File: config.mk
export PLATFORM = sky130hd
export DESIGN_NAME = manch_frame_tx
export DESIGN_NICKNAME = d
export VERILOG_FILES = /design/src/rtl/manch_frame_tx.sv
export SDC_FILE = /design/constraint.sdc
export NUM_CORES = 1
export LEC_CHECK = 0
export ABC_CLOCK_PERIOD_IN_PS = 5900
export CAP_MARGIN = 20
export CORE_MARGIN = 5
export CORE_UTILIZATION = 50
export DETAILED_ROUTE_END_ITERATION = 16
export DONT_BUFFER_PORTS = 1
export PLACE_DENSITY_LB_ADDON = 0.2
export SYNTH_ARGS = -nofsm -noshare
export SYNTH_HDL_FRONTEND = slang
export SYNTH_SLANG_ARGS = --single-unit
File: constraint.sdc
create_clock -name clk -period 5.9 [get_ports clk]
set_input_delay 1.18 -clock clk [delete_from_list [all_inputs] [get_ports clk]]
set_output_delay 1.18 -clock clk [all_outputs]
set_load 0.02 [all_outputs]
File: src/rtl/manch_frame_tx.sv
module manch_frame_tx #(
  parameter int          CNT_W    = 8,
  parameter logic [15:0] SOF_PAT  = 16'hA8D5,
  parameter logic [15:0] EOF_PAT  = 16'hD4FD,
  parameter logic [15:0] CRC_POLY = 16'h1DCF
) (
  input  logic             clk,
  input  logic             rst,
  input  logic             start_i,
  input  logic [CNT_W-1:0] byte_count_i,
  input  logic             bit_tick_i,
  input  logic             byte_valid_i,
  input  logic [7:0]       byte_data_i,
  output logic             byte_ready_o,
  output logic             txd_o,
  output logic             tx_en_o,
  output logic             done_o
);

  typedef enum logic [2:0] {ST_IDLE, ST_SOF, ST_DATA, ST_CRC, ST_EOF, ST_STOP} st_t;

  st_t              st;
  logic [4:0]       idx;
  logic [CNT_W-1:0] left;
  logic             have;
  logic [7:0]       cur;
  logic [15:0]      crc_q;
  logic             armed;

  wire        busy     = (st != ST_IDLE);
  wire [15:0] crc_out  = ~crc_q;
  wire        data_bit = cur[idx[3:1]];
  wire        crc_bit  = crc_out[idx[4:1]];
  wire        last     = (idx == 5'd0);

  assign byte_ready_o = (st == ST_DATA) && !have && (left != '0);

  function automatic logic [15:0] crc_step(input logic [15:0] q, input logic d);
    logic fb;
    fb = q[15] ^ d;
    return {q[14:0], 1'b0} ^ (fb ? CRC_POLY : 16'h0000);
  endfunction

  always_ff @(posedge clk) begin
    if (rst) begin
      st      <= ST_IDLE;
      idx     <= '0;
      left    <= '0;
      have    <= 1'b0;
      cur     <= '0;
      crc_q   <= 16'hFFFF;
      txd_o   <= 1'b0;
      armed   <= 1'b0;
      tx_en_o <= 1'b0;
      done_o  <= 1'b0;
    end else begin
      done_o  <= 1'b0;
      armed   <= busy && (armed || bit_tick_i);
      tx_en_o <= busy && armed;
      if (byte_ready_o && byte_valid_i) begin
        cur  <= byte_data_i;
        have <= 1'b1;
        left <= left - 1'b1;
      end
      case (st)
        ST_IDLE: if (start_i) begin
          st    <= ST_SOF;
          idx   <= 5'd15;
          left  <= byte_count_i;
          crc_q <= 16'hFFFF;
        end
        ST_SOF: if (bit_tick_i) begin
          txd_o <= SOF_PAT[idx[3:0]];
          if (last) begin
            st  <= (left == '0) ? ST_CRC : ST_DATA;
            idx <= (left == '0) ? 5'd31 : 5'd15;
          end else idx <= idx - 1'b1;
        end
        ST_DATA: if (bit_tick_i && have) begin
          txd_o <= idx[0] ? data_bit : ~data_bit;
          if (idx[0]) crc_q <= crc_step(crc_q, data_bit);
          if (last) begin
            have <= 1'b0;
            st   <= (left == '0) ? ST_CRC : ST_DATA;
            idx  <= (left == '0) ? 5'd31 : 5'd15;
          end else idx <= idx - 1'b1;
        end
        ST_CRC: if (bit_tick_i) begin
          txd_o <= idx[0] ? crc_bit : ~crc_bit;
          if (last) begin
            st  <= ST_EOF;
            idx <= 5'd15;
          end else idx <= idx - 1'b1;
        end
        ST_EOF: if (bit_tick_i) begin
          txd_o <= EOF_PAT[idx[3:0]];
          if (last) st <= ST_STOP;
          else idx <= idx - 1'b1;
        end
        ST_STOP: if (bit_tick_i) begin
          txd_o  <= 1'b0;
          done_o <= 1'b1;
          st     <= ST_IDLE;
        end
        default: st <= ST_IDLE;
      endcase
    end
  end

  assert_line_quiet_R7: assert property (@(posedge clk) disable iff (rst)
    !busy |-> !txd_o);
  assert_line_on_tick_R7: assert property (@(posedge clk) disable iff (rst)
    !$stable(txd_o) |-> $past(bit_tick_i));
  assert_enable_closes_R8: assert property (@(posedge clk) disable iff (rst)
    done_o |=> !tx_en_o);
  assert_enable_opens_R8: assert property (@(posedge clk) disable iff (rst)
    $rose(tx_en_o) |-> busy);
  assert_single_fetch_R4: assert property (@(posedge clk) disable iff (rst)
    (byte_ready_o && byte_valid_i) |=> !byte_ready_o);
  assert_done_pulse_R9: assert property (@(posedge clk) disable iff (rst)
    done_o |=> !done_o);

endmodule

==> impl_summary.md <==
Power
The power density normalized to cell area is 305 mW/mm2. The worst voltage drop across the vdd grid is 0.000182 V. The reported leakage power is about 0.00089 uW.

Placed design
The final weighted congestion in routability-driven placement is about 0.79. The number of input and output port buffers inserted is 0. OpenSTA, run right after detailed placement, puts the worst setup slack at 2780 ps. The final HPWL from detailed placement is 3390 um.

The placed instances occupy a cell area of 0.00244 mm2.

Clock tree
Post-CTS timing repair inserted 0 buffers for setup. The root buffer cell chosen for the clock tree is clkbuf_8. The number of clock buffers added by TritonCTS is 5. The clock tree from TritonCTS is done. Post-CTS repair changed the size of 0 cells. The number of sinks handled by clock tree synthesis is between 40 and 50. For the worst-skew pair, the clock arrives at the later sink with an insertion delay of approximately 300 ps.

The deepest clock path buffer count is 2. The post-CTS clock slew at the launch and capture registers of the worst setup and hold paths is 80 ps. In this run, post-CTS hold repair placed 0 buffers. In this run the number of H-tree levels came out at 2.

GRT
The global-route usage over all layers is 16.5%. The number of antenna violations at the first check in global routing is 0. The number of global-route vias before repair is 1755. The leftover overflow at the end of global routing is 0. The first global-routing pass estimated 8180 um of wire.

The maximum number of pins on one net before global-route repair is 29.

Floorplan
The initial utilization of the core area, before any placement, comes to 51.3%. In this run the count of I/O pins placed on the die edge is 25. The die extent in x is around 80 um. The floorplan step set the die height to 79.6 um. The number of rows created at floorplan is 25.

The core region is 0.00472 mm2. The full die area is 0.00634 mm2.

Run status
The flow ran to the end, and the final reports show no timing, DRC or antenna violations.

Timing
The final number of hold-violating endpoints was 0. Setup repair after global routing left no endpoint under its margin. In the final timing run, aggregate negative setup slack is 0 ps. Across the routed clock network, the largest skew measured is 6.78 ps. The final count of pins violating max slew is 0. In the post-route analysis, the smallest setup slack over all paths is between 2000 and 2500 ps.

Of the available clock period, the critical path in the final layout requires between 50% and 60%. Timing would allow up to between 200 and 300 MHz. In this run the tightest slew margin relative to its limit is 35.2%. The final count of negative-setup-slack endpoints is 0.

For the finished layout, the period the worst path requires is 3440 ps. The slew of the pin with the lowest slew margin is approximately 960 ps.

Logic synthesis
The proportion of synthesized chip area in sequential cells is 38.8%. The yosys synthesis warning count is 0. In this run, synthesis inferred 0 flip-flops with an integrated enable.

The synthesized area per cell is 9.18 um2. For this run, asynchronously set or reset flops after synthesis account for 0%. The area of the mapped netlist is 0.00242 mm2. The number of nets handed over by synthesis was ~290. The dominant register cell in the synthesized netlist is dfxtp_1. The synthesized netlist contains between 40 and 50 unique library cells. The flop and latch count out of synthesis is 47. The number of standard cells after synthesis is between 200 and 300.

Routing
After detailed routing, the total wire length is 4830 um. The pre-antenna-repair detailed-routing pass consisted of 4 iterations. The number of DRC markers after the initial detailed-route iteration is 106. In the final routed layout, each cell accounts on average for 15.0 um. The number of DRC violations after detailed routing is 0.

The number of nets with antenna violations after routing is 0. The routed via count is about 1800. In the routed layout, each cell is associated on average with a via count of roughly 5.7.

Final layout
The utilization after layout is 53.7%. The post-route cell area is between 0.002 and 0.003 mm2. After the last flow step, the layout net total stands at about 280. Cells with a size suffix above 1 make up 8.24% of the layout. The filler cell count in the final layout is 443.

The library cells used most frequently in the layout, excluding fill and tap cells, are 47 x dfxtp_1, 36 x nor2_1, 12 x nand2_1, 12 x xor2_1, 12 x nor3_1. The number of diodes added for antenna fixing is 0. Leaving out fill and tap cells, the most frequent cell in the layout is dfxtp_1. The growth of design area from synthesis to finish is 4.70%.

Flow run
The tool flagged a number of max-cap violations equal to 0.

Worst hold path
The worst hold path belongs to the class reg -> reg.

Setup path
The required time of the worst setup path is 4720 ps. In this design, the stage delay of the slowest critical-path cell is 730 ps. The setup slack of the worst register-to-register path is 2870 ps. For this design, the slowest cell found on the critical path is dfxtp_1. The type of the setup path with the least slack is reg -> out. At the worst endpoint, the arrival time is 2260 ps. STA classifies the critical path endpoint as an output pin. Along the worst path, the maximum fanout reaches 21. The critical path goes through or3b_1 > a211oi_1. The worst setup path is launched from a register.
synth_stat cells (6+ instances only):
library cell   n  area (um2)
inv_1          8        30.0
mux4_2         7         158
clkbuf_1      12        45.0
xor2_1        12         105
a21oi_1        9        45.0
a211oi_1       9        67.6
nor3_1        12        60.1
nand3_1        6        30.0
xnor2_1        9        78.8
dfxtp_1       47         941
o22a_1         9        78.8
nand2_1       12        45.0
nor2_1        36         135
o21ai_0        9        45.0
mux2i_1       10         100
power by group:
| group | internal, uW | total, uW | switching (uW) |
|---|---|---|---|
| Combinational | 76.5 | 178 | 102 |
| Clock | 95.7 | 207 | 111 |
| Sequential | 345 | 390 | 44.0 |
flip-flops by register name, indices dropped and copies added, names as in the netlist, named ones only:
name / count
armed: 1
have: 1
crc_q: 16
cur: 8
txd_o: 1
done_o: 1
idx: 5
st: 3
tx_en_o: 1
left: 8
metal layers:
metal	track usage, %	vias up	part of all wire [%]
li1	-	933	-
met1	23.0	860	50
met2	24.6	35	44
met3	3.95	10	4.3
met4	6.01	0	1.7
met5	0	-	0
worst paths after layout:
path	from	to	cells after the start
max reg2reg	st[1]	left[6]	6
max	st[1]	byte_ready_o	2
min reg2reg	armed	armed	1
min	armed	armed	1
area by class of cell:
type | instances | area [um2] | share of cell area, %
Multi-Input combinational cell | 192 | 1380 | 54.5
Tap cell | 67 | 83.8 | 3.31
Clock buffer | 6 | 82.6 | 3.26
Sequential cell | 47 | 941 | 37.1
Clock inverter | 2 | 16.3 | 0.641
Inverter | 8 | 30.0 | 1.18
critical path, delay by kind of cell, from the launching register on:
kind	cells	cell delay, ps
AND/OR/NAND/NOR	1	570
flip-flops	1	730
AO/OA/AOI/OAI	1	660
kinds of logic (layout without fill, tap and decap cells):
family | after synthesis | in the layout | share of synthesized area (%)
fa+ha+maj | 2 | 2 | 1.03
buf+inv | 25 | 16 | 4.08
mux | 18 | 18 | 11.1
compound gates | 58 | 58 | 17.1
simple gates | 92 | 92 | 19.6
xor+xnor | 22 | 22 | 8.26
flops | 47 | 47 | 38.8
stage by stage:
stage / cells / hold slack, ps / total power, uW
after CTS: 322 / 460 / 782
after detailed placement: 314 / 439 / 573
after floorplan: 264 / 420 / 541
after global routing: 322 / 476 / 824
after global placement: 314 / 430 / 571
final: 322 / 456 / 774
(Power assumes the default switching activity.)
